`src/rtl/pns_pkg.sv`:
```
package pns_pkg;
  localparam int NUM_BRD = 2;

  typedef enum logic [1:0] {
    BRD_OFFLINE = 2'd0,
    BRD_ONLINE  = 2'd1,
    BRD_FAILED  = 2'd2,
    BRD_RESYNC  = 2'd3
  } brd_st_e;
endpackage

```
`src/rtl/pns_fault_detect.sv`:
```
module pns_fault_detect #(
  parameter int DATA_W = 8
) (
  input  logic              online,
  input  logic              chk_en,
  input  logic [DATA_W-1:0] half_a,
  input  logic [DATA_W-1:0] half_b,
  input  logic              rx_err_a,
  input  logic              rx_err_b,
  input  logic              dead_a,
  input  logic              dead_b,
  output logic              fault_now
);
  logic miscompare;
  logic rx_blame;

  always_comb begin
    miscompare = (half_a != half_b);
    rx_blame   = (rx_err_a & ~dead_a) | (rx_err_b & ~dead_b);
    fault_now  = online & chk_en & (miscompare | rx_blame);
  end
endmodule

```
`src/rtl/pns_board_fsm.sv`:
```
module pns_board_fsm
  import pns_pkg::*;
(
  input  logic    clk,
  input  logic    rst_n,
  input  logic    present,
  input  logic    fail_go,
  input  logic    resync_req,
  input  logic    sync_done,
  output brd_st_e state,
  output logic    irq
);
  brd_st_e st_d;
  logic    irq_d;

  always_comb begin
    st_d = state;
    if (!present) begin
      st_d = BRD_OFFLINE;
    end else begin
      unique case (state)
        BRD_ONLINE:  if (fail_go)    st_d = BRD_FAILED;
        BRD_FAILED:  if (resync_req) st_d = BRD_RESYNC;
        BRD_OFFLINE: if (resync_req) st_d = BRD_RESYNC;
        BRD_RESYNC:  if (sync_done)  st_d = BRD_ONLINE;
        default:     st_d = state;
      endcase
    end
    irq_d = (state == BRD_ONLINE) && (st_d == BRD_FAILED);
  end

  always_ff @(posedge clk or negedge rst_n) begin
    if (!rst_n) begin
      state <= BRD_ONLINE;
      irq   <= 1'b0;
    end else begin
      state <= st_d;
      irq   <= irq_d;
    end
  end
endmodule

```
`src/rtl/pns_bus_health.sv`:
```
module pns_bus_health #(
  parameter int NUM_BUS = 2
) (
  input  logic               clk,
  input  logic               rst_n,
  input  logic [NUM_BUS-1:0] broken,
  input  logic [NUM_BUS-1:0] fix,
  output logic [NUM_BUS-1:0] dead
);
  logic [NUM_BUS-1:0] dead_d;

  always_comb begin
    for (int k = 0; k < NUM_BUS; k++) begin
      if (broken[k])   dead_d[k] = 1'b1;
      else if (fix[k]) dead_d[k] = 1'b0;
      else             dead_d[k] = dead[k];
    end
  end

  always_ff @(posedge clk or negedge rst_n) begin
    if (!rst_n) dead <= '0;
    else        dead <= dead_d;
  end
endmodule

```
`src/rtl/pair_spare_guard.sv`:
```
module pair_spare_guard
  import pns_pkg::*;
#(
  parameter int DATA_W = 8
) (
  input  logic              clk,
  input  logic              rst_n,
  input  logic [1:0]        brd_present,
  input  logic [DATA_W-1:0] half_a_0,
  input  logic [DATA_W-1:0] half_b_0,
  input  logic [DATA_W-1:0] half_a_1,
  input  logic [DATA_W-1:0] half_b_1,
  input  logic [1:0]        rx_err_a,
  input  logic [1:0]        rx_err_b,
  input  logic [1:0]        bus_broken,
  input  logic [1:0]        bus_fix,
  input  logic [1:0]        sw_resync,
  input  logic [1:0]        sync_done,
  output logic [DATA_W-1:0] bus_a,
  output logic [DATA_W-1:0] bus_b,
  output logic [1:0]        drv_en_a,
  output logic [1:0]        drv_en_b,
  output logic [3:0]        board_state,
  output logic [1:0]        maint_irq,
  output logic [1:0]        fault_lamp,
  output logic [1:0]        bus_dead,
  output logic              sys_halt
);
  localparam int NB    = NUM_BRD;
  localparam int NBUS  = 2;
  localparam int ST_W  = $bits(brd_st_e);

  logic                       rst_meta, rst_sync;
  logic [NB-1:0][DATA_W-1:0]  ha, hb;
  logic [NB-1:0]              online, fault_now, fail_go;
  brd_st_e                    st [NB];
  logic                       halt_set, halt_d;

  // reset: asynchronous assertion, synchronous release
  always_ff @(posedge clk or negedge rst_n) begin
    if (!rst_n) begin
      rst_meta <= 1'b0;
      rst_sync <= 1'b0;
    end else begin
      rst_meta <= 1'b1;
      rst_sync <= rst_meta;
    end
  end

  assign ha[0] = half_a_0;
  assign hb[0] = half_b_0;
  assign ha[1] = half_a_1;
  assign hb[1] = half_b_1;

  pns_bus_health #(.NUM_BUS(NBUS)) u_health (
    .clk    (clk),
    .rst_n  (rst_sync),
    .broken (bus_broken),
    .fix    (bus_fix),
    .dead   (bus_dead)
  );

  for (genvar b = 0; b < NB; b++) begin : g_brd
    pns_fault_detect #(.DATA_W(DATA_W)) u_det (
      .online    (online[b]),
      .chk_en    (~sys_halt),
      .half_a    (ha[b]),
      .half_b    (hb[b]),
      .rx_err_a  (rx_err_a[b]),
      .rx_err_b  (rx_err_b[b]),
      .dead_a    (bus_dead[0]),
      .dead_b    (bus_dead[1]),
      .fault_now (fault_now[b])
    );

    pns_board_fsm u_fsm (
      .clk        (clk),
      .rst_n      (rst_sync),
      .present    (brd_present[b]),
      .fail_go    (fail_go[b]),
      .resync_req (sw_resync[b]),
      .sync_done  (sync_done[b]),
      .state      (st[b]),
      .irq        (maint_irq[b])
    );

    assign online[b]                     = (st[b] == BRD_ONLINE);
    assign fail_go[b]                    = fault_now[b] & ~halt_set;
    assign fault_lamp[b]                 = (st[b] == BRD_FAILED);
    assign board_state[b*ST_W +: ST_W]   = st[b];
    assign drv_en_a[b] = online[b] & ~fault_now[b] & ~sys_halt & ~bus_dead[0];
    assign drv_en_b[b] = online[b] & ~fault_now[b] & ~sys_halt & ~bus_dead[1];
  end

  // a fault leaving no healthy online board halts instead of removing
  always_comb begin
    halt_set = (|fault_now) & ~(|(online & ~fault_now));
    halt_d   = sys_halt | halt_set;
  end

  always_ff @(posedge clk or negedge rst_sync) begin
    if (!rst_sync) sys_halt <= 1'b0;
    else           sys_halt <= halt_d;
  end

  // wired-OR of enabled halves
  always_comb begin
    bus_a = '0;
    bus_b = '0;
    for (int b = 0; b < NB; b++) begin
      if (drv_en_a[b]) bus_a = bus_a | ha[b];
      if (drv_en_b[b]) bus_b = bus_b | hb[b];
    end
  end
endmodule

```
`config.mk`:
```
export PLATFORM = sky130hd
export DESIGN_NAME = pair_spare_guard
export DESIGN_NICKNAME = d
export VERILOG_FILES = /design/src/rtl/pns_pkg.sv /design/src/rtl/pns_fault_detect.sv /design/src/rtl/pns_board_fsm.sv /design/src/rtl/pns_bus_health.sv /design/src/rtl/pair_spare_guard.sv
export SDC_FILE = /design/constraint.sdc
export NUM_CORES = 1
export LEC_CHECK = 0
export BUFFER_PORTS_ARGS = -buffer_cell sky130_fd_sc_hd__buf_4
export CAP_MARGIN = 20
export CORE_ASPECT_RATIO = 1.25
export CORE_MARGIN = 5
export CORE_UTILIZATION = 38
export DETAILED_ROUTE_END_ITERATION = 7
export PLACE_DENSITY_LB_ADDON = 0.05
export SLEW_MARGIN = 15
export SYNTH_ARGS = -nofsm -noshare
export SYNTH_HDL_FRONTEND = slang
export SYNTH_SLANG_ARGS = --single-unit
```
`constraint.sdc`:
```
create_clock -name clk -period 2 [get_ports clk]
set_input_delay 0.4 -clock clk [delete_from_list [all_inputs] [get_ports clk]]
set_output_delay 0.4 -clock clk [all_outputs]
set_load 0.03 [all_outputs]
```
==> results of run 1 <==
-- routing by layer --
| layer | vias to the layer above | part of all wire [%] |
|---|---|---|
| met4 | 0 | 0.63 |
| met1 | 541 | 37 |
| met2 | 42 | 56 |
| li1 | 557 | - |
| met5 | - | 0 |
| met3 | 4 | 6.2 |
-- layout make-up --
class	count	area [um^2]	area share [%]
flip-flops and latches	11	278	15.1
inverters	6	22.5	1.23
well taps	33	41.3	2.25
multi-input cells	70	614	33.4
repair buffers	100	856	46.6
clock buffers	4	26.3	1.43
-- registers in the layout (all words and copies together) (netlist names) --
name,count
g_brd.u_fsm.irq,2
u_health.dead,2
rst_sync,1
rst_meta,1
sys_halt,1
g_brd.u_fsm.state,4
-- cell families (layout without fill, tap and decap cells) --
group                     count (synthesis)  in the layout  share of synthesized area, %
xor gates and xnor gates                 15             15                          14.2
DFF                                      11             11                          30.1
buffers and inverters                    15            110                          8.94
and+or+nand+nor                          24             24                          17.3
AOI/OAI and AO/OA                        29             29                          27.8
muxes                                     1              1                          1.22
other                                     1              1                         0.406
-- worst max path at each step --
stage | startpoint | end | slack [ps] | depth (start not counted)
final | u_health.dead[1] | bus_a[0] | -220 | 7
after global routing | u_health.dead[0] | bus_a[7] | -330 | 7
after floorplan | half_b_1[5] | drv_en_a[1] | -100 | 4
after CTS | u_health.dead[0] | bus_a[3] | -240 | 7
after global placement | half_b_0[5] | bus_b[1] | -200 | 8
after detailed placement | half_b_0[5] | bus_a[3] | -210 | 8
-- power groups by stage --
stage	registers, uW	logic (uW)	clock network (uW)
6_report	250	237	143
3_5_place_dp	255	230	0
3_3_place_gp	254	226	0
5_1_grt	254	255	158
2_1_floorplan	266	82.3	0
4_1_cts	251	234	148
-- Yosys cell counts, drive strengths merged --
cell	count	area share (%)
nand4	2	2.0
dfrtp	9	24
xor2	8	7.6
nor2b	3	2.0
nor4b	1	0.95
o211a	1	1.1
conb	1	0.41
nor2	6	3.3
nand3	4	2.2
o21bai	2	1.6
nor3	4	3.4
inv	6	2.4
a21oi	3	1.6
dfstp	2	5.7
and4	2	1.9
clkbuf	2	0.81
or3	1	0.68
a32o	16	17
a31oi	1	0.68
mux2	1	1.2
buf	7	5.7
nand4b	1	0.95
a221oi	2	1.9
o21ai	1	0.54
o311ai	2	1.9
xnor2	7	6.6
a221o	1	1.1
-- timing repair --
| item | in CTS | in global routing |
|---|---|---|
| resized for setup | 24 | 7 |
| setup buffers | 1 | 3 |
| pin swaps | 7 | 3 |
| setup endpoints to repair | 20 | 20 |
| hold buffers | 1 | 0 |
| endpoints found under the hold margin | 2 | 0 |
| cloned | 1 | 0 |
-- stage by stage --
stage	total power, uW	utilization, %	hold WS, ps	std cells	setup slack, ps
floorplan	348	-	104	96	-104
global placement	480	69.4	151	214	-202
CTS	634	74.9	163	221	-241
detailed placement	485	69.4	159	214	-209
global route	667	77.3	182	224	-329
finish	630	77.3	139	224	-224
==> metrics.md, run 1 <==
| Metric | Value |
|---|---|
| Setup CP Type | reg -> out |
| Iteration count of the initial detailed-routing pass | 4 |
| Fmax | 450 MHz |
| Layout area overhead | 99.1% |
| Core Footprint | 2380 um^2 |
| HP Class | reg -> async |
| CP Cell Sequence | inv_2 -> a221o_1 -> nor3_4 -> and4_1 -> buf_6 -> a32o_2 -> buf_6 |
| Max incr delay on CP | 370 ps |
| Period utilisation layout | 111% |
| Met2 Use GR | 37.1% |
| Failing checks | setup timing |
| Vias | 1144 |
| Yosys reg bits | 11 |
| Cell Area, Synth | 923 um^2 |
| Layout Nets | 240 |
| Gr busiest metal | met2 |
| Post-layout min period | 2220 ps |
| Net Sw Power | 189 uW |
| Worst r2r path cells | 7 |
| PortBufs | 78 |
| Cell area power density | 343 nW/um^2 |
| Clock tree sinks | 11 |
| Gr usage total | 19.9% |
| Sequential element share of the synthesized area | 30.1% |
| Total wire length | 3340 um |
| Cells after Synth | 96 |
| Antenna cells | 0 |
| Routed wire length per instance | 14.9 um |
| Clock Power Share | 22.7% |
| Number of global-route vias before repair | 1243 |
| Clock buffer depth | 2 |
| Worst EP arrival | 1820 ps |
| Worst skew pair latency | 260 ps |
| I/O pin count | 79 |
| Commonest non-fill, non-tap cell in the layout | buf_4 |
| Avg Vias per Cell | 5.11 |
| Worst path most repeated cell | buf_6 |
| Share of layout cells above drive strength 1 | 69.1% |
| Gpl congestion | 0.771 |
| Synthesized area per cell | 9.62 um^2 |
| Clock buffer count from CTS | 3 |
| Syn. warnings | 0 |
| CTS root buf | clkbuf_4 |
| GR Layer Usage met1 | 21.9% |
| Status | complete, but fails checks |
| Routed Antenna Nets | 0 |
| Row cnt | 20 |
| Clk pin slew, worst setup/hold paths | 70 ps |
| Starting DRT DRC Count | 14 |
| Post-DP HPWL | 2660 um |
| Slew Limit Fails | 0 |
| Startpoint Class | flop |
| Routing usage on met3 | 2.95% |
| Net Sw Frac | 30.0% |
| Sum Neg Setup Slack | -3760 ps |
| Reg2reg start | u_health.dead[0] |
| Fin. Hold Viols | 0 |
| Flop2flop setup slack | 330 ps |
| Area after DPL | 1650 um^2 |
| Sequential share of power | 39.7% |
| Max Cap Viol | 0 |
| CP endpoint kind | output port |
| CTS tree | built |
| Buf/Inv on CP | 3 |
| Starting Density | 38.8% |
| Die height | 65.1 um |
| Remaining global-route overflow | 0 |
| Leakage | 0.000977 uW |
| Maximum fanout along the worst path | 9 |
| DRC violations left | 0 |
| Number of distinct library cells after synthesis | 31 |
| First-pass GRT wire length | 5340 um |
| VDD IR max | 273 uV |
| Initial antenna violation count | 0 |
| Largest net degree at the start of global routing | 17 |
| Synthesized Nets | 144 |
| RSZ-0062 raised after global routing | true |
| H-tree depth | 1 |
| Final setup fails | 18 |
| Leading cell types in the layout, fill and taps excluded | buf_4 (74), buf_6 (24), a32o_2 (16), dfrtp_1 (9), xor2_1 (8) |
| Comb power frac | 37.6% |
| Filler cells | 161 |
| Critical-path top delay cell | a221o_1 |
| Post-Route Skew | 5.59 ps |
| Worst Slack Setup Final | -224 ps |
| FF-to-FF End | g_brd[0].u_fsm.state[1] |
| Fin area | 1840 um^2 |
| Delay-heaviest family, CP | compound AO/OA/AOI/OAI gates |
| Crit path required time | 1600 ps |
| Int Pwr | 441 uW |
| Die Span X | 54.1 um |
| Area of the die | 3520 um^2 |
Power figures use the tool's default switching activity.
==> run 2: changes to the inputs <==
Settings changed: SYNTH_HIERARCHICAL from default to 1.
==> run 2 against run 1 <==
The flow still finishes with violations (setup timing). Register-to-register slack worse by 250 ps. Final area up 5.2%. Routed wire length increased by 11%. Cell count rose by 1.3%. Global-route usage grew 0.77 points. Clock-buffer cell count unchanged. Critical path type is now in -> out. Critical endpoint is now bus_a[6]. Largest cell class unchanged. Largest power group is now combinational logic.
==> metrics.md, run 2 <==
| Metric | Value |
|---|---|
| Status | complete, but fails checks (unchanged) |
| Failing checks | setup timing (unchanged) |
| Placed cells | 220 (was 214) |
| Post-DP HPWL | 2750 um (was 2660 um) |
| Top reg by flops | g_brd.u_fsm/state (was g_brd.u_fsm.state) |
| Initial antenna violation count | 0 (unchanged) |
| Total wire length | 3700 um (was 3340 um) |
| Cells after Synth | 94 (was 96) |
| Crit path required time | 1600 ps (about the same) |
| Post-Route Skew | 1.05 ps (was 5.59 ps) |
| Avg Vias per Cell | 5.18 (was 5.11) |
| Flip-flop count of the largest register after layout | 4 (unchanged) |
| Leading cell types in the layout, fill and taps excluded | buf_4 (68), buf_6 (22), xor2_1 (16), a22o_2 (12), inv_1 (10) (was buf_4 (74), buf_6 (24), a32o_2 (16), dfrtp_1 (9), xor2_1 (8)) |
| Sum Neg Setup Slack | -10770 ps (was -3760 ps) |
| Startpoint Class | input pin (was flop) |
| Flop2flop setup slack | 80 ps (was 330 ps) |
| Reg2reg start | u_health/dead[0] (was u_health.dead[0]) |
| Worst skew pair latency | 260 ps (about the same) |
| Sequential element share of the synthesized area | 30.2% (was 30.1%) |
| Hold Slack | 147 ps (was 139 ps) |
| Synthesized area per cell | 9.80 um^2 (was 9.62 um^2) |
| CTS root buf | clkbuf_4 (unchanged) |
| RSZ-0062 raised after global routing | true (unchanged) |
| Period utilisation layout | 130% (was 111%) |
| Commonest non-fill, non-tap cell in the layout | buf_4 (unchanged) |
| Area contributors post-synth | dfrtp_1 (24%), a22o_1 (15%), xor2_1 (15%) (was dfrtp_1 (24%), a32o_1 (17%), xor2_1 (7.6%)) |
| Number of flops mapped to enable cells by yosys | 0 (unchanged) |
| Layout Nets | 243 (was 240) |
| DRC violations left | 0 (unchanged) |
| H-tree depth | 1 (unchanged) |
| Prevailing post-synth register cell | dfrtp_1 (unchanged) |
| Number of distinct library cells after synthesis | 26 (was 31) |
| Vias | 1175 (was 1144) |
| Setup CP Type | in -> out (was reg -> out) |
| Post-layout min period | 2600 ps (was 2220 ps) |
| Clock buffer count from CTS | 3 (unchanged) |
| Tot Pwr | 925 uW (was 630 uW) |
| FF-to-FF End | g_brd[1].u_fsm/state[1] (was g_brd[0].u_fsm.state[1]) |
| Layout Cells excl Fill | 227 (was 224) |
| Layout area overhead | 110% (was 99.1%) |
| Die height | 65.0 um (was 65.1 um) |
| Leakage | 0.00102 uW (was 0.000977 uW) |
| Antenna cells | 0 (unchanged) |
| Routed wire length per instance | 16.3 um (was 14.9 um) |
| Remaining global-route overflow | 0 (unchanged) |
| Fmax | 385 MHz (was 450 MHz) |
| Multi-input gate area | 669 um^2 (was 614 um^2) |
| Gpl congestion | 0.773 (was 0.771) |
| Number of global-route vias before repair | 1206 (was 1243) |
| Cell Area, Synth | 921 um^2 (was 923 um^2) |
| Clk pin slew, worst setup/hold paths | 70 ps (about the same) |
| Area after DPL | 1750 um^2 (was 1650 um^2) |
| I/O pin count | 79 (unchanged) |
| Cell area power density | 479 nW/um^2 (was 343 nW/um^2) |
| Syn. warnings | 6 (was 0) |
| Area of the die | 3510 um^2 (was 3520 um^2) |
| Routed Antenna Nets | 0 (unchanged) |
| Die Span X | 54.0 um (was 54.1 um) |
| First-pass GRT wire length | 5430 um (was 5340 um) |
| Fin area | 1930 um^2 (was 1840 um^2) |
| Post-synth top area cell | dfrtp_1 (unchanged) |
| Clock tree sinks | 11 (unchanged) |
| Gr usage total | 20.6% (was 19.9%) |
| Commonest cells in the netlist | a22o_1 (16), xor2_1 (16), inv_1 (10) (was a32o_1 (16), dfrtp_1 (9), xor2_1 (8)) |
| Starting DRT DRC Count | 29 (was 14) |
| Clock buffer depth | 2 (unchanged) |
| Slew Limit Fails | 0 (unchanged) |
| Async set or reset register ratio after synthesis | 100% (unchanged) |
| Fin. Hold Viols | 0 (unchanged) |
| Max Cap Viol | 0 (unchanged) |
| Crit path launch | half_a_1[5] (was u_health.dead[1]) |
| Maximum fanout along the worst path | 9 (unchanged) |
| Starting Density | 38.7% (was 38.8%) |
| Yosys reg bits | 11 (unchanged) |
| Synthesized Nets | 142 (was 144) |
| CTS tree | built (unchanged) |
| Final setup fails | 20 (was 18) |
| Worst EP arrival | 2200 ps (was 1820 ps) |
| Row cnt | 20 (unchanged) |
| Filler cells | 147 (was 161) |
| PortBufs | 78 (unchanged) |
| Largest net degree at the start of global routing | 10 (was 17) |
| Share of layout cells above drive strength 1 | 68.0% (was 69.1%) |
| Top-area cell type share of the netlist area | 24.5% (was 24.4%) |
| Worst r2r path cells | 8 (was 7) |
| HP Class | reg -> async (unchanged) |
| Storage element area | 280 um^2 (was 278 um^2) |
| Worst Slack Setup Final | -595 ps (was -224 ps) |
| Core Footprint | 2380 um^2 (unchanged) |
| CP endpoint kind | output port (unchanged) |
| Iteration count of the initial detailed-routing pass | 4 (unchanged) |
| Top Registers | g_brd.u_fsm/state (4), g_brd.u_fsm/irq (2), u_health/dead (2) (was g_brd.u_fsm.state (4), g_brd.u_fsm.irq (2), u_health.dead (2)) |
| VDD IR max | 516 uV (was 273 uV) |
run 2: cells by family after synthesis:
group	share of synthesized area, %
compound gates	26.2
xor+xnor	15.2
buf+inv	4.62
flops	30.2
mux	2.45
other cells	0.407
simple gates	20.9
run 2: repair_timing:
item,CTS,global route
setup buffers,1,1
hold buffers,1,0
resized for setup,24,7
pin swaps,4,0
endpoints found under the setup margin,20,20
hold endpoints to repair,2,0
run 2: worst max path at each step:
stage and endpoint:
6_report bus_a[6], 2_1_floorplan bus_a[0], 5_1_grt bus_a[6], 3_3_place_gp bus_a[3]
4_1_cts bus_b[2], 3_5_place_dp bus_a[3]
run 2: routing by layer:
metal | up-vias | global-route usage [%] | part of all wire (%)
li1 | 556 | - | -
met1 | 563 | 22.0 | 34
met2 | 51 | 39.2 | 55
met3 | 5 | 2.53 | 9.2
met4 | 0 | 7.48 | 1.4
met5 | - | 0 | 0
run 2: stage by stage:
stage	utilization, %	setup WS (ps)
after CTS	79.4	-585
after detailed placement	73.5	-659
final	81.3	-595
after global placement	73.5	-661
after global routing	81.3	-702
after floorplan	-	-616
run 2: worst max-delay path, cell delays in order:
cell and delay (ps):
buf_4 120, xor2_1 150, nor4_2 300, a31oi_1 140
or3b_4 430, nor3_4 210, buf_12 150, a22o_2 160
buf_6 130
run 2: power breakdown:
part	switching, uW	internal, uW	total (uW)
combinational	267	252	519
sequential	12.8	245	258
clock	71.3	77.2	148
total	351	574	925
run 2: area by class of cell:
class	count	share of cell area [%]
Inverter	10	1.94
Multi-Input combinational cell	72	34.6
Sequential cell	11	14.5
Clock buffer	4	1.36
Tap cell	33	2.14
Timing Repair Buffer	97	45.4
==> run 3: changes to the inputs <==
Settings changed: PLACE_DENSITY from default to 0.8, PLACE_DENSITY_LB_ADDON 0.05 to default.
Clock period 2 ns to 2.5 ns, I/O delays scaled along.
==> run 3 against run 2 <==
The run still ends with setup timing left. Sequential share of layout area shrank 1.8 points. Clock power is 19% lower. Cell count rose by 5.7%. First-iteration DRC count rose by 110%. Die area is the same. Via count increased by 24%. Largest power group unchanged.
==> metrics.md, run 3 (synthesis gave the netlist of run 2 again) <==
| Metric | Value |
|---|---|
| Max Cap Viol | 0 (unchanged) |
| First-pass GRT wire length | 6730 um (was 5430 um) |
| H-tree depth | 1 (unchanged) |
| Delay-heaviest family, CP | simple AND/OR/NAND/NOR gates (unchanged) |
| CP endpoint kind | output port (unchanged) |
| Leading cell types in the layout, fill and taps excluded | buf_4 (67), buf_6 (34), xor2_1 (15), a22o_4 (14), inv_1 (10) (was buf_4 (68), buf_6 (22), xor2_1 (16), a22o_2 (12), inv_1 (10)) |
| Share of layout cells above drive strength 1 | 70.5% (was 68.0%) |
| Post-layout min period | 3070 ps |
| Flip-flop count of the largest register after layout | 4 (unchanged) |
| Worst skew pair latency | 260 ps (about the same) |
| Cell area power density | 379 nW/um^2 (was 479 nW/um^2) |
| Remaining global-route overflow | 0 (unchanged) |
| Die height | 65.0 um (unchanged) |
| Clock buffer depth | 2 (unchanged) |
| Top reg by flops | g_brd.u_fsm/state (unchanged) |
| CTS tree | built (unchanged) |
| Tot Pwr | 834 uW (was 925 uW) |
| Vias | 1455 (was 1175) |
| Initial antenna violation count | 0 (unchanged) |
| Worst path most repeated cell | buf_6 |
| Iteration count of the initial detailed-routing pass | 4 (unchanged) |
| Post-DP HPWL | 3020 um (was 2750 um) |
| Gr usage total | 25.6% (was 20.6%) |
| VDD IR max | 479 uV (was 516 uV) |
| Worst EP arrival | 2570 ps (was 2200 ps) |
| HP Class | reg -> async (unchanged) |
| Fmax | 325 MHz |
| Status | complete, but fails checks (unchanged) |
| Starting Density | 38.7% (unchanged) |
| Top Registers | g_brd.u_fsm/state (4), g_brd.u_fsm/irq (2), u_health/dead (2) (unchanged) |
| Routed Antenna Nets | 0 (unchanged) |
| Largest net degree at the start of global routing | 10 (unchanged) |
| Clk pin slew, worst setup/hold paths | 70 ps (about the same) |
| Period utilisation layout | 123% |
| Fin. Hold Viols | 0 (unchanged) |
| Critical-path top delay cell | or3b_4 (unchanged) |
| Avg Vias per Cell | 6.06 (was 5.18) |
| Setup CP Type | in -> out (unchanged) |
| Antenna cells | 0 (unchanged) |
| Failing checks | setup timing (unchanged) |
| Total wire length | 6080 um (was 3700 um) |
| Core Footprint | 2380 um^2 (unchanged) |
| DRC violations left | 0 (unchanged) |
| Worst slack, placed | -401 ps (was -659 ps) |
| Maximum fanout along the worst path | 4 (was 9) |
| Final setup fails | 20 (unchanged) |
| RSZ-0062 raised after global routing | true (unchanged) |
| Number of global-route vias before repair | 1416 (was 1206) |
| Gpl congestion | 0.753 (was 0.773) |
| Layout Nets | 256 (was 243) |
| Row cnt | 20 (unchanged) |
| Starting DRT DRC Count | 61 (was 29) |
| Layout area overhead | 139% (was 110%) |
| Clock tree sinks | 11 (unchanged) |
| Die Span X | 54.0 um (unchanged) |
| Max incr delay on CP | 460 ps (was 430 ps) |
| I/O pin count | 79 (unchanged) |
| CP Cell Sequence | buf_8 -> xor2_4 -> nor4_4 -> a31oi_1 -> or3b_4 -> buf_6 -> nor3_4 -> buf_6 -> a22o_2 -> buf_6 (was buf_4 -> xor2_1 -> nor4_2 -> a31oi_1 -> or3b_4 -> nor3_4 -> buf_12 -> a22o_2 -> buf_6) |
| Routed wire length per instance | 25.4 um (was 16.3 um) |
| Buf/Inv on CP | 4 (was 3) |
| Post-Route Skew | 2.05 ps (was 1.05 ps) |
| Multi-input gate area | 771 um^2 (was 669 um^2) |
| Commonest non-fill, non-tap cell in the layout | buf_4 (unchanged) |
| Filler cells | 70 (was 147) |
| Crit path required time | 2000 ps (was 1600 ps) |
| PortBufs | 78 (unchanged) |
| Storage element area | 280 um^2 (unchanged) |
| Clock buffer count from CTS | 3 (unchanged) |
| Worst Slack Setup Final | -573 ps (was -595 ps) |
| Startpoint Class | input pin (unchanged) |
| Slew Limit Fails | 0 (unchanged) |
| Leakage | 0.00116 uW (was 0.00102 uW) |
| CTS root buf | clkbuf_4 (unchanged) |
| Area of the die | 3510 um^2 (unchanged) |
[run 3: changes by cell type in the layout (fill, tap and decap cells not counted), sizes merged]
| cell | change |
|---|---|
| buf | +13 |
[run 3: path summary, 6_finish.rpt]
path	start	end	slack (ps)	cells after the start
setup / recovery	half_a_1[5]	bus_b[5]	-570	10
hold / removal	rst_sync	g_brd[1].u_fsm/state[1]	150	0
setup reg to reg	g_brd[1].u_fsm/state[0]	g_brd[0].u_fsm/state[1]	60	9
hold reg to reg	rst_sync	g_brd[1].u_fsm/state[1]	150	0
max in group asynchronous	rst_n	rst_sync	1840	2
min in group clk	rst_meta	rst_sync	370	0
[run 3: cell type report]
class	instances	area share, %
Clock buffer	4	1.19
Inverter	10	1.71
Multi-Input combinational cell	72	35.0
Sequential cell	11	12.7
Tap cell	33	1.88
Timing Repair Buffer	110	47.4
[run 3: stage by stage]
stage / hold slack (ps) / setup TNS, ps / utilization [%] / cells / instance area, um^2
after floorplan: 106 / -4200 / - / 94 / 943
after global placement: 142 / -5780 / 74.7 / 227 / 1780
after detailed placement: 142 / -6250 / 74.7 / 227 / 1780
after CTS: 6.91 / -6440 / 84.2 / 236 / 2000
after global routing: 181 / -10600 / 92.5 / 240 / 2200
final: 152 / -9800 / 92.5 / 240 / 2200
[run 3: repair_timing]
action | CTS | global route
buffers inserted | 4 | 3
pin swaps | 7 | 16
hold endpoints to repair | 0 | 2
cloned | 1 | 0
setup endpoints to repair | 20 | 20
hold buffers | 0 | 1
resized for setup | 37 | 26
[run 3: where the power goes]
part	internal [uW]	total (uW)	switching [uW]
sequential	196	213	17.4
combinational	234	501	267
clock	61.7	120	58.2
total	492	834	342
[run 3: layer usage]
metal	routed length, um	track usage [%]	part of all wire, %
met1	2020	25.9	33
met4	425	8.72	7.0
met5	0	0	0
met3	692	5.06	11
met2	2950	49.1	48
